### config.mk
export PLATFORM = sky130hd
export DESIGN_NAME = pow2_trunc_div
export DESIGN_NICKNAME = d
export VERILOG_FILES = /design/src/rtl/pow2_div_pkg.sv /design/src/rtl/pow2_exp_clamp.sv /design/src/rtl/pow2_trunc_core.sv /design/src/rtl/pow2_pipe_reg.sv /design/src/rtl/pow2_trunc_div.sv
export SDC_FILE = /design/constraint.sdc
export NUM_CORES = 1
export LEC_CHECK = 0
export ABC_AREA = 1
export BUFFER_PORTS_ARGS = -buffer_cell sky130_fd_sc_hd__buf_2
export CAP_MARGIN = 20
export CORE_MARGIN = 2
export CORE_UTILIZATION = 45
export DETAILED_ROUTE_END_ITERATION = 8
export GPL_TIMING_DRIVEN = 0
export PLACE_DENSITY = 0.67
export RECOVER_POWER = 25
export SLEW_MARGIN = 20
export SYNTH_ARGS = -nofsm -noshare
export SYNTH_HDL_FRONTEND = slang
export SYNTH_SLANG_ARGS = --single-unit
### constraint.sdc
create_clock -name vclk -period 3
set_input_delay 0.3 -clock vclk [all_inputs]
set_output_delay 0.3 -clock vclk [all_outputs]
set_load 0.005 [all_outputs]
### src/rtl/pow2_div_pkg.sv
package pow2_div_pkg;
  localparam int unsigned QW    = 32;
  localparam int unsigned EW    = 5;
  localparam int unsigned LIMIT = 30;
endpackage

### src/rtl/pow2_exp_clamp.sv
module pow2_exp_clamp #(
  parameter int unsigned EXP_W   = 5,
  parameter int unsigned MAX_EXP = 30
) (
  input  logic [EXP_W-1:0] exp_raw,
  output logic [EXP_W-1:0] exp_eff,
  output logic             over
);
  localparam logic [EXP_W-1:0] MAX_E = MAX_EXP[EXP_W-1:0];

  always_comb begin
    over    = (exp_raw > MAX_E);
    exp_eff = over ? MAX_E : exp_raw;
  end
endmodule

### src/rtl/pow2_trunc_core.sv
module pow2_trunc_core #(
  parameter int unsigned DATA_W = 32,
  parameter int unsigned EXP_W  = 5
) (
  input  logic [DATA_W-1:0] x,
  input  logic [EXP_W-1:0]  sh,
  output logic [DATA_W-1:0] q
);
  localparam logic [DATA_W-1:0] ONE = {{(DATA_W-1){1'b0}}, 1'b1};

  logic              neg;
  logic [DATA_W-1:0] mag;
  logic [DATA_W-1:0] shr;

  // Magnitude is unsigned, so the most negative value maps to 2^(W-1).
  always_comb begin
    neg = x[DATA_W-1];
    mag = neg ? (~x + ONE) : x;
    shr = mag >> sh;
    q   = neg ? (~shr + ONE) : shr;
  end
endmodule

### src/rtl/pow2_pipe_reg.sv
module pow2_pipe_reg #(
  parameter int unsigned W = 8
) (
  input  logic         clk,
  input  logic         rst_n,
  input  logic         en,
  input  logic [W-1:0] d,
  output logic [W-1:0] q
);
  logic [W-1:0] d_next;

  always_comb d_next = en ? d : q;

  always_ff @(posedge clk or negedge rst_n) begin
    if (!rst_n) q <= '0;
    else        q <= d_next;
  end
endmodule

### src/rtl/pow2_trunc_div.sv
module pow2_trunc_div
  import pow2_div_pkg::*;
#(
  parameter int unsigned DATA_W  = QW,
  parameter int unsigned EXP_W   = EW,
  parameter int unsigned MAX_EXP = LIMIT,
  parameter bit          IN_REG  = 1'b0,
  parameter bit          OUT_REG = 1'b0
) (
  input  logic              clk,
  input  logic              rst_n,
  input  logic [DATA_W-1:0] dividend_i,
  input  logic [EXP_W-1:0]  exp_i,
  output logic [DATA_W-1:0] quot_o,
  output logic              exp_clamped_o
);
  localparam bit          ANY_REG = IN_REG || OUT_REG;
  localparam int unsigned IN_W    = DATA_W + EXP_W;
  localparam int unsigned OUT_W   = DATA_W + 1;
  localparam logic [EXP_W-1:0] MAX_E = MAX_EXP[EXP_W-1:0];

  logic              rst_n_int;
  logic [DATA_W-1:0] x_s;
  logic [EXP_W-1:0]  e_s;
  logic [EXP_W-1:0]  e_eff;
  logic              e_over;
  logic [DATA_W-1:0] core_q;

  // Reset: asserted asynchronously, released on a clock edge.
  generate
    if (ANY_REG) begin : g_rsync
      logic [1:0] sync_q;
      logic [1:0] sync_d;
      always_comb sync_d = {sync_q[0], 1'b1};
      always_ff @(posedge clk or negedge rst_n) begin
        if (!rst_n) sync_q <= '0;
        else        sync_q <= sync_d;
      end
      assign rst_n_int = sync_q[1];
    end else begin : g_rdirect
      assign rst_n_int = rst_n;
    end
  endgenerate

  // Optional input stage
  generate
    if (IN_REG) begin : g_in_reg
      logic [IN_W-1:0] in_q;
      pow2_pipe_reg #(.W(IN_W)) u_in_reg (
        .clk   (clk),
        .rst_n (rst_n_int),
        .en    (1'b1),
        .d     ({dividend_i, exp_i}),
        .q     (in_q)
      );
      assign x_s = in_q[IN_W-1:EXP_W];
      assign e_s = in_q[EXP_W-1:0];
    end else begin : g_in_wire
      assign x_s = dividend_i;
      assign e_s = exp_i;
    end
  endgenerate

  pow2_exp_clamp #(.EXP_W(EXP_W), .MAX_EXP(MAX_EXP)) u_clamp (
    .exp_raw (e_s),
    .exp_eff (e_eff),
    .over    (e_over)
  );

  pow2_trunc_core #(.DATA_W(DATA_W), .EXP_W(EXP_W)) u_core (
    .x  (x_s),
    .sh (e_eff),
    .q  (core_q)
  );

  // Optional output stage
  generate
    if (OUT_REG) begin : g_out_reg
      logic [OUT_W-1:0] out_q;
      pow2_pipe_reg #(.W(OUT_W)) u_out_reg (
        .clk   (clk),
        .rst_n (rst_n_int),
        .en    (1'b1),
        .d     ({core_q, e_over}),
        .q     (out_q)
      );
      assign quot_o        = out_q[OUT_W-1:1];
      assign exp_clamped_o = out_q[0];

      assert_out_stage_R8: assert property (@(posedge clk) disable iff (!rst_n_int)
        $past(rst_n_int) |-> (quot_o == $past(core_q) && exp_clamped_o == $past(e_over)));
    end else begin : g_out_wire
      assign quot_o        = core_q;
      assign exp_clamped_o = e_over;
    end
  endgenerate

  // Clamp checks
  assert_exp_bound_R6: assert property (@(posedge clk) disable iff (!rst_n_int)
    e_eff <= MAX_E);
  assert_clamp_value_R6: assert property (@(posedge clk) disable iff (!rst_n_int)
    e_over |-> (e_eff == MAX_E));
  assert_pass_through_R6: assert property (@(posedge clk) disable iff (!rst_n_int)
    !e_over |-> (e_eff == e_s));

  // Core checks
  assert_pos_sign_R2: assert property (@(posedge clk) disable iff (!rst_n_int)
    !x_s[DATA_W-1] |-> (!core_q[DATA_W-1] && core_q <= x_s));
  assert_neg_sign_R3: assert property (@(posedge clk) disable iff (!rst_n_int)
    x_s[DATA_W-1] |-> (core_q[DATA_W-1] || core_q == '0));
  assert_identity_R5: assert property (@(posedge clk) disable iff (!rst_n_int)
    (e_eff == '0) |-> (core_q == x_s));
  assert_zero_in_R9: assert property (@(posedge clk) disable iff (!rst_n_int)
    (x_s == '0) |-> (core_q == '0));
endmodule

==> impl_metrics.env, run 1 <==
export IMPL_status="complete, but fails checks"
export IMPL_violations="setup timing"
export IMPL_drc_errors=0
export IMPL_setup_violations=29
export IMPL_die_y_um=97.48
export IMPL_core_area_um2=8593
export IMPL_leakage_uw=0.003074
export IMPL_syn2layout_area_growth_pct=52.08
export IMPL_fin_crit_ns=3.289
export IMPL_grt_pass1_vias=5612
export IMPL_hold_viol=0
export IMPL_fin_crit_sh_pct=109.6
export IMPL_startpoint="dividend_i[0]"
export IMPL_grt_remaining_overflow=0
export IMPL_synth_top_cell_area_share_pct=30.73
export IMPL_worstPathRequired_ns=2.70
export IMPL_yosysSeqAreaShare_pct=0
export IMPL_viasPerCell=6.045
export IMPL_syn_area_um2=3933
export IMPL_synth_nets=903
export IMPL_antenna_found_initial=0
export IMPL_floorplan_initialDensity_pct=45.76
export IMPL_numPortBuffers=69
export IMPL_crit_fanout=7
export IMPL_fmax_mhz=304.0
export IMPL_synth_cell_types=29
export IMPL_io_pins=72
export IMPL_end_kind="primary output"
export IMPL_totalWireLength_um=18130
export IMPL_p_total_uw=1168
export IMPL_grt_setup_unrepaired="true"
export IMPL_fillers=782
export IMPL_yosys_warnings=0
export IMPL_drv_slew=0
export IMPL_place_gp_congestion=1.072
export IMPL_start_kind="input pin"
export IMPL_cp_arrival_ns=2.99
export IMPL_drive_gt1_share_pct=40.60
export IMPL_holdBufCountCts=0
export IMPL_post_route_util_pct=69.60
export IMPL_seq_cell_count=0
export IMPL_yosys_area_top_type="nand2_1"
export IMPL_vias=6535
export IMPL_synth_top_cells_by_count="nand2_1, nand3_1, nor2_1, inv_1, nand4_1"
export IMPL_syn_inst=862
export IMPL_maxCapViolCount=0
export IMPL_diodes=0
export IMPL_tightest_slew_ns=0.7035
export IMPL_nNetsFinal=1016
export IMPL_post_synth_top_count_cell="nand2_1"
export IMPL_dp_hpwl_um=12710
export IMPL_clock_buffers=0
export IMPL_irDropWorstVdd_mv=0.1267
export IMPL_cp_endpoint="quot_o[16]"
export IMPL_wire_per_inst_um=16.77
export IMPL_p_per_area_nw_per_um2=195.3
export IMPL_drtIter0Drc=1014
export IMPL_regArea_um2=0
export IMPL_grt_start_max_net_pins=12
export IMPL_syn_area_per_cell_um2=4.562
export IMPL_grt_pass1_wl_um=26280
export IMPL_die_area_um2=9502
export IMPL_timing_hold_ws_ns=0.9203
export IMPL_relSlewSlack_pct=53.10
export IMPL_path_class="in -> out"
export IMPL_hold_depth=4
export IMPL_worstHoldPathType="in -> out"
export IMPL_track_usage_pct=32.68
export IMPL_rows=34
export IMPL_finalWorstSetupSlack_ns=-0.2893
export IMPL_drt_first_pass_iters=7
export IMPL_chipWidth_um=97.48
export IMPL_drtAntennaViolNets=0
export IMPL_yosys_top_cells_area="nand2_1, nand3_1, nor2_1, inv_1, nand4_1"
-- how the worst min path moves through the flow --
stage | endpoint | slack, ns | from
floorplan | exp_clamped_o | 0.67 | exp_i[0]
global placement | exp_clamped_o | 0.92 | exp_i[0]
detailed placement | exp_clamped_o | 0.92 | exp_i[0]
CTS | exp_clamped_o | 0.92 | exp_i[0]
global route | exp_clamped_o | 0.97 | exp_i[0]
finish | exp_clamped_o | 0.92 | exp_i[0]
-- metrics by stage --
step	area (µm²)	setup slack [ns]	setup TNS [ns]	instances
after floorplan	3933	0.1853	0	862
after global placement	4413	-0.6508	-12.42	1039
after detailed placement	4413	-0.6585	-12.63	1039
after CTS	5009	-0.1962	-2.747	1057
after global routing	5981	-0.4211	-9.443	1081
final	5981	-0.2893	-5.361	1081
-- cell type report --
class / instances / area, µm² / share of cell area (%)
repair buffers: 111 / 773.2 / 12.93
well taps: 108 / 135.1 / 2.259
plain buffers: 37 / 246.5 / 4.121
inverters: 80 / 321.6 / 5.377
multi-input cells: 745 / 4504 / 75.31
-- cells by family after synthesis --
kind of cell             after synthesis  share of synthesized area, %
AND/OR/NAND/NOR                      702                         78.81
buffers and inverters                118                         12.76
AO/OA/AOI/OAI                         22                         3.786
XOR/XNOR                              18                         4.009
adder cells (fa/ha/maj)                2                        0.6362
-- report_power, final --
| part | internal [µW] | switching, µW | total [µW] |
|---|---|---|---|
| clock network | 0 | 0 | 0 |
| logic | 429 | 739 | 1170 |
| registers | 0 | 0 | 0 |
| total | 429 | 739 | 1170 |
-- per-layer routing --
layer	wire, µm	global-route usage [%]	up-vias
li1	-	-	3024
met3	2434	6.835	69
met4	461	5.342	0
met5	0	0	-
met2	8090	52.10	457
met1	7140	46.02	2985
-- critical path: stages --
cell     delay, ns
buf_8         0.10
inv_8         0.06
ha_4          0.16
nand2_8       0.08
nor2_4        0.10
nand2_2       0.10
nand2_4       0.12
nand2_2       0.07
nand2_2       0.09
nand3_2       0.09
nand3_2       0.09
nand3_2       0.11
nand2_2       0.14
nand2_4       0.06
nand2_4       0.11
o21ai_4       0.06
inv_2         0.10
ha_4          0.14
nand2_4       0.07
nor2_4        0.14
buf_6         0.13
nand3_4       0.09
nand2_4       0.12
nand4_1       0.10
nand2_1       0.11
buf_2         0.11
-- what timing repair did --
action                                 in CTS  in global routing
setup endpoints to repair                  31                 31
buffers inserted                           17                 24
gates resized for setup                   125                232
gates cloned                                1                  1
endpoints found under the hold margin       0                  0
pin swaps                                  49                107
-- layout by cell type, fill, tap and decap left out, types with 2 or more instances in the layout --
| cell | Yosys | routed |
|---|---|---|
| nand2_2 | 15 | 86 |
| o21bai_2 | 2 | 2 |
| clkbuf_2 | 0 | 4 |
| buf_1 | 12 | 11 |
| clkbuf_4 | 0 | 2 |
| nor2_2 | 5 | 22 |
| ha_4 | 0 | 2 |
| nand3_4 | 0 | 4 |
| buf_4 | 4 | 42 |
| buf_2 | 11 | 63 |
| o21ai_4 | 1 | 3 |
| nor3_1 | 4 | 4 |
| buf_6 | 4 | 17 |
| buf_8 | 0 | 3 |
| inv_2 | 4 | 8 |
| xnor2_1 | 6 | 6 |
| nor2_4 | 1 | 32 |
| clkbuf_1 | 7 | 3 |
| inv_1 | 76 | 68 |
| o211ai_1 | 2 | 2 |
| nand4_1 | 18 | 18 |
| nand2_4 | 0 | 21 |
| nand3_2 | 5 | 74 |
| o21ai_0 | 11 | 6 |
| nand3_1 | 237 | 164 |
| buf_12 | 0 | 2 |
| nand3b_1 | 7 | 7 |
| inv_8 | 0 | 2 |
| nand2_1 | 322 | 230 |
| nor2_1 | 87 | 39 |
| o21ai_1 | 1 | 5 |
| xor2_1 | 12 | 12 |
Note: power is estimated with default switching activity, not from simulation.
==> run 2: changes to the inputs <==
--- a/config.mk
+++ b/config.mk
@@ -7,7 +7,7 @@
 export LEC_CHECK = 0
 export ABC_AREA = 1
 export BUFFER_PORTS_ARGS = -buffer_cell sky130_fd_sc_hd__buf_2
-export CAP_MARGIN = 20
+export CAP_MARGIN = 10
 export CORE_MARGIN = 2
 export CORE_UTILIZATION = 45
 export DETAILED_ROUTE_END_ITERATION = 8
==> constraint.sdc (replaced) <==
create_clock -name vclk -period 4.23
set_input_delay 0.423 -clock vclk [all_inputs]
set_output_delay 0.423 -clock vclk [all_outputs]
set_load 0.005 [all_outputs]
==> impl_metrics.env, run 2 (synthesized netlist as in run 1, its figures left out) <==
export IMPL_final_common_cell="nand2_1"
export IMPL_cp_arrival_ns=3.50
export IMPL_grt_start_max_net_pins=11
export IMPL_crit_fanout=5
export IMPL_seq_cell_count=0
export IMPL_drv_slew=0
export IMPL_setup_violations=0
export IMPL_floorplan_initialDensity_pct=45.76
export IMPL_holdBufCountCts=0
export IMPL_p_per_area_nw_per_um2=137.9
export IMPL_worstHoldPathType="in -> out"
export IMPL_grt_pass1_vias=5341
export IMPL_viasPerCell=5.674
export IMPL_nNetsFinal=974
export IMPL_crit_buf_inv=4
export IMPL_wire_per_inst_um=14.42
export IMPL_fin_crit_sh_pct=92.69
export IMPL_irDropWorstVdd_mv=0.07577
export IMPL_drt_first_pass_iters=6
export IMPL_fmax_mhz=255.1
export IMPL_rows=34
export IMPL_timing_hold_ws_ns=1.146
export IMPL_die_area_um2=9502
export IMPL_start_kind="input pin"
export IMPL_core_area_um2=8593
export IMPL_worstPathRequired_ns=3.81
export IMPL_drive_gt1_share_pct=13.10
export IMPL_path_class="in -> out"
export IMPL_clock_buffers=0
export IMPL_critPathMaxStageDelay_ns=0.18
export IMPL_totalWireLength_um=14980
export IMPL_grt_setup_unrepaired="false"
export IMPL_place_gp_congestion=1.072
export IMPL_fillers=1067
export IMPL_drtAntennaViolNets=0
export IMPL_vias=5895
export IMPL_critPathMostFrequentCell="nand2_1"
export IMPL_leakage_uw=0.002512
export IMPL_diodes=0
export IMPL_dp_hpwl_um=12710
export IMPL_status="completed"
export IMPL_antenna_found_initial=0
export IMPL_worst_path_max_delay_cell="ha_1"
export IMPL_crit_family="simple AND/OR/NAND/NOR gates"
export IMPL_tightest_slew_ns=0.5877
export IMPL_maxCapViolCount=0
export IMPL_chipWidth_um=97.48
export IMPL_io_pins=72
export IMPL_die_y_um=97.48
export IMPL_hold_viol=0
export IMPL_fin_setup_tns_ns=0
export IMPL_relSlewSlack_pct=60.82
export IMPL_regArea_um2=0
export IMPL_syn2layout_area_growth_pct=12.60
export IMPL_layout_common_cells="nand2_1, nand3_1, nor2_1, buf_2, inv_1"
export IMPL_grt_remaining_overflow=0
export IMPL_numPortBuffers=69
export IMPL_end_kind="primary output"
export IMPL_track_usage_pct=31.07
export IMPL_grt_pass1_wl_um=24960
export IMPL_drc_errors=0
export IMPL_fin_crit_ns=3.921
export IMPL_drtIter0Drc=717
## run 2: cell count changes in the layout (fill, tap and decap cells not counted), sizes merged
| cell | previous run | this run |
|---|---|---|
| clkbuf | 10 | 9 |
| clkinvlp | 1 | 0 |
| inv | 79 | 80 |
| buf | 138 | 98 |
| nand2 | 338 | 337 |
## run 2: timing repair
action / 4_1_cts / 5_1_grt
gates resized for setup: 0 / 6
setup endpoints to repair: 0 / 9
buffers inserted: 0 / 0
## run 2: through the flow
stage / power, µW / utilization (%) / cell area [µm²] / setup WS (ns) / std cells
finish: 610.4 / 51.53 / 4428 / 0.3093 / 1039
floorplan: 413.5 / - / 3933 / 1.169 / 862
detailed placement: 590.9 / 51.35 / 4413 / 0.3255 / 1039
CTS: 593.0 / 51.35 / 4413 / 0.3175 / 1039
global route: 682.7 / 51.53 / 4428 / 0.0008180 / 1039
global placement: 588.8 / 51.35 / 4413 / 0.3332 / 1039
## run 2: final cells by class
cell class	instances	area [µm²]	share of cell area, %
multi-input cells	744	3447	77.85
inverters	80	300.3	6.782
repair buffers	69	344.1	7.771
plain buffers	38	201.4	4.549
well taps	108	135.1	3.052
## run 2: path summary, 6_finish.rpt
path | startpoint | to | slack, ns | depth (start not counted)
max | dividend_i[0] | quot_o[26] | 0.31 | 28
min | exp_i[0] | exp_clamped_o | 1.15 | 4
## run 2: layer usage
metal	part of all wire [%]	vias to the layer above	wire, µm	GRT usage [%]
li1	-	2943	-	-
met2	42	313	6246	49.39
met5	0	-	0	0
met3	13	19	1956	6.835
met1	44	2620	6596	44.21
met4	1.2	0	180	3.739
## run 2: power by group
part / switching, µW / total [µW] / internal, µW
logic: 405 / 610 / 206
registers: 0 / 0 / 0
clock network: 0 / 0 / 0
total: 405 / 610 / 206
==> run 3: changes to the inputs <==
--- a/config.mk
+++ b/config.mk
@@ -12,9 +12,10 @@
 export CORE_UTILIZATION = 45
 export DETAILED_ROUTE_END_ITERATION = 8
 export GPL_TIMING_DRIVEN = 0
-export PLACE_DENSITY = 0.67
+export PLACE_DENSITY = 0.66
 export RECOVER_POWER = 25
 export SLEW_MARGIN = 20
 export SYNTH_ARGS = -nofsm -noshare
 export SYNTH_HDL_FRONTEND = slang
+export SYNTH_HIERARCHICAL = 1
 export SYNTH_SLANG_ARGS = --single-unit
==> impl_metrics.env, run 3 <==
export IMPL_status="completed"
export IMPL_yosysSeqAreaShare_pct=0
export IMPL_grt_remaining_overflow=0
export IMPL_place_gp_congestion=1.025
export IMPL_fin_setup_tns_ns=0
export IMPL_track_usage_pct=29.37
export IMPL_p_sw_share_pct=65.89
export IMPL_path_class="in -> out"
export IMPL_setup_violations=0
export IMPL_fillers=1161
export IMPL_die_area_um2=10890
export IMPL_worstPathRequired_ns=3.81
export IMPL_holdBufCountCts=0
export IMPL_crit_fanout=5
export IMPL_drc_errors=0
export IMPL_grt_pass1_wl_um=26580
export IMPL_drtIter0Drc=675
export IMPL_nNetsFinal=975
export IMPL_yosys_warnings=6
export IMPL_worstHoldStart="exp_i[4]"
export IMPL_grt_start_max_net_pins=11
export IMPL_dp_hpwl_um=13680
export IMPL_regArea_um2=0
export IMPL_numPortBuffers=69
export IMPL_synth_cell_types=34
export IMPL_cp_arrival_ns=3.46
export IMPL_holdPathEnd="exp_clamped_o"
export IMPL_core_area_um2=9774
export IMPL_drt_first_pass_iters=5
export IMPL_post_synth_top_count_cell="nand2_1"
export IMPL_start_kind="input pin"
export IMPL_post_route_util_pct=51.50
export IMPL_maxCapViolCount=0
export IMPL_hold_depth=4
export IMPL_antenna_found_initial=0
export IMPL_final_common_cell="nand2_1"
export IMPL_syn_area_per_cell_um2=5.253
export IMPL_syn2layout_area_growth_pct=11.04
export IMPL_tightest_slew_ns=0.6163
export IMPL_synth_top_cells_by_count="nand2_1, nand3_1, nor2_1, inv_1, nand3_2"
export IMPL_irDropWorstVdd_mv=0.04551
export IMPL_drv_slew=0
export IMPL_seq_cell_count=0
export IMPL_place_area_um2=5045
export IMPL_syn_area_um2=4533
export IMPL_syn_inst=863
export IMPL_end_kind="primary output"
export IMPL_p_total_uw=665.2
export IMPL_leakage_uw=0.002701
export IMPL_switchingPower_uw=438.3
export IMPL_drtAntennaViolNets=0
export IMPL_vias=5946
export IMPL_viasPerCell=5.583
export IMPL_rows=36
export IMPL_synth_nets=904
export IMPL_ctsResizeCount=0
export IMPL_fin_crit_ns=3.886
export IMPL_grt_setup_unrepaired="false"
export IMPL_wire_per_inst_um=15.20
export IMPL_critPathMaxStageDelay_ns=0.25
export IMPL_cp_cell_sequence="buf_2 -> inv_1 -> ha_1 -> nand2_1 -> nor2_1 -> nand3_1 -> nand2_1 -> nand2_1 -> nand2_1 -> nand3_1 -> nand3_2 -> nand3_2 -> nand3_1 -> nand3_1 -> nand2_2 -> ha_1 -> nand3_2 -> nor2_8 -> nand2_4 -> o21ai_4 -> xor2_1 -> inv_1 -> buf_2"
export IMPL_p_per_area_nw_per_um2=132.2
export IMPL_hold_viol=0
export IMPL_relSlewSlack_pct=58.91
export IMPL_cts_setup_buffers=0
export IMPL_fin_area_um2=5034
export IMPL_layout_common_cells="nand2_1, nand3_1, buf_2, nor2_1, inv_1"
export IMPL_diodes=0
export IMPL_seqPwrFrac_pct=0
export IMPL_grt_pass1_vias=5388
export IMPL_totalWireLength_um=16190
export IMPL_clock_buffers=0
export IMPL_chipWidth_um=104.4
export IMPL_fmax_mhz=257.4
export IMPL_timing_hold_ws_ns=1.171
export IMPL_worst_path_max_delay_cell="o21ai_4"
export IMPL_power_internal_uw=226.9
export IMPL_yosys_top_cells_area="nand3_1, nand2_1, nand3_2, nand2_2, nor2_1"
export IMPL_die_y_um=104.4
export IMPL_worstHoldPathType="in -> out"
export IMPL_drive_gt1_share_pct=26.61
export IMPL_yosys_area_top_type="nand3_1"
export IMPL_floorplan_initialDensity_pct=46.38
export IMPL_clkPwrFrac_pct=0
export IMPL_fin_crit_sh_pct=91.86
export IMPL_io_pins=72
export IMPL_synth_top_cell_area_share_pct=24.07
export IMPL_pwr_share_comb_pct=100.0
## run 3: cell types whose count changed in the layout (fill, tap and decap cells not counted), sizes merged, moves of 2 or more
cell,before,now
o211ai,2,0
nand3,242,285
o21ai,15,17
nand3b,7,4
inv,80,74
xnor2,6,8
nand2,337,296
nand4,18,11
buf,98,105
## run 3: power by group through the flow
stage | registers (µW) | clock network (µW) | logic (µW)
finish | 0 | 0 | 665
global route | 0 | 0 | 739
CTS | 0 | 0 | 654
detailed placement | 0 | 0 | 652
global placement | 0 | 0 | 653
floorplan | 0 | 0 | 469
## run 3: kinds of logic after synthesis
| group | synth area share (%) |
|---|---|
| simple gates | 80.49 |
| buf+inv | 11.37 |
| xor+xnor | 4.223 |
| compound gates | 3.368 |
| fa+ha+maj | 0.5519 |
## run 3: final cells by class
| type | instances | area [µm²] | area share, % |
|---|---|---|---|
| tap | 133 | 166.4 | 3.306 |
| timing repair buffer | 69 | 345.3 | 6.861 |
| multi-input combinational | 742 | 4006 | 79.59 |
| buffer | 46 | 234.0 | 4.648 |
| inverter | 75 | 281.5 | 5.593 |
## run 3: critical path: cells and delay by family
family | cells | cell delay [ns]
simple gates | 15 | 1.79
xor+xnor | 1 | 0.21
fa+ha+maj | 2 | 0.41
buf+inv | 4 | 0.38
compound gates | 1 | 0.25
## run 3: worst max path at each step
stage / from / to / slack (ns) / depth (start not counted)
final: dividend_i[0] / quot_o[14] / 0.34 / 23
after global routing: exp_i[2] / quot_o[14] / 0.01 / 20
after CTS: dividend_i[0] / quot_o[14] / 0.39 / 23
after detailed placement: dividend_i[0] / quot_o[14] / 0.40 / 23
after global placement: exp_i[1] / quot_o[14] / 0.41 / 21
after floorplan: dividend_i[0] / quot_o[10] / 1.15 / 22
## run 3: per-layer routing
metal	global-route usage (%)	share of wire, %
met1	44.07	47
met5	0	0
met4	1.737	0.45
met2	46.03	42
met3	4.198	11
## run 3: through the flow
stage               setup WS [ns]  instances
floorplan                   1.153        863
global route              0.01015       1065
CTS                        0.3931       1065
detailed placement         0.3998       1065
finish                     0.3443       1065
global placement           0.4084       1065
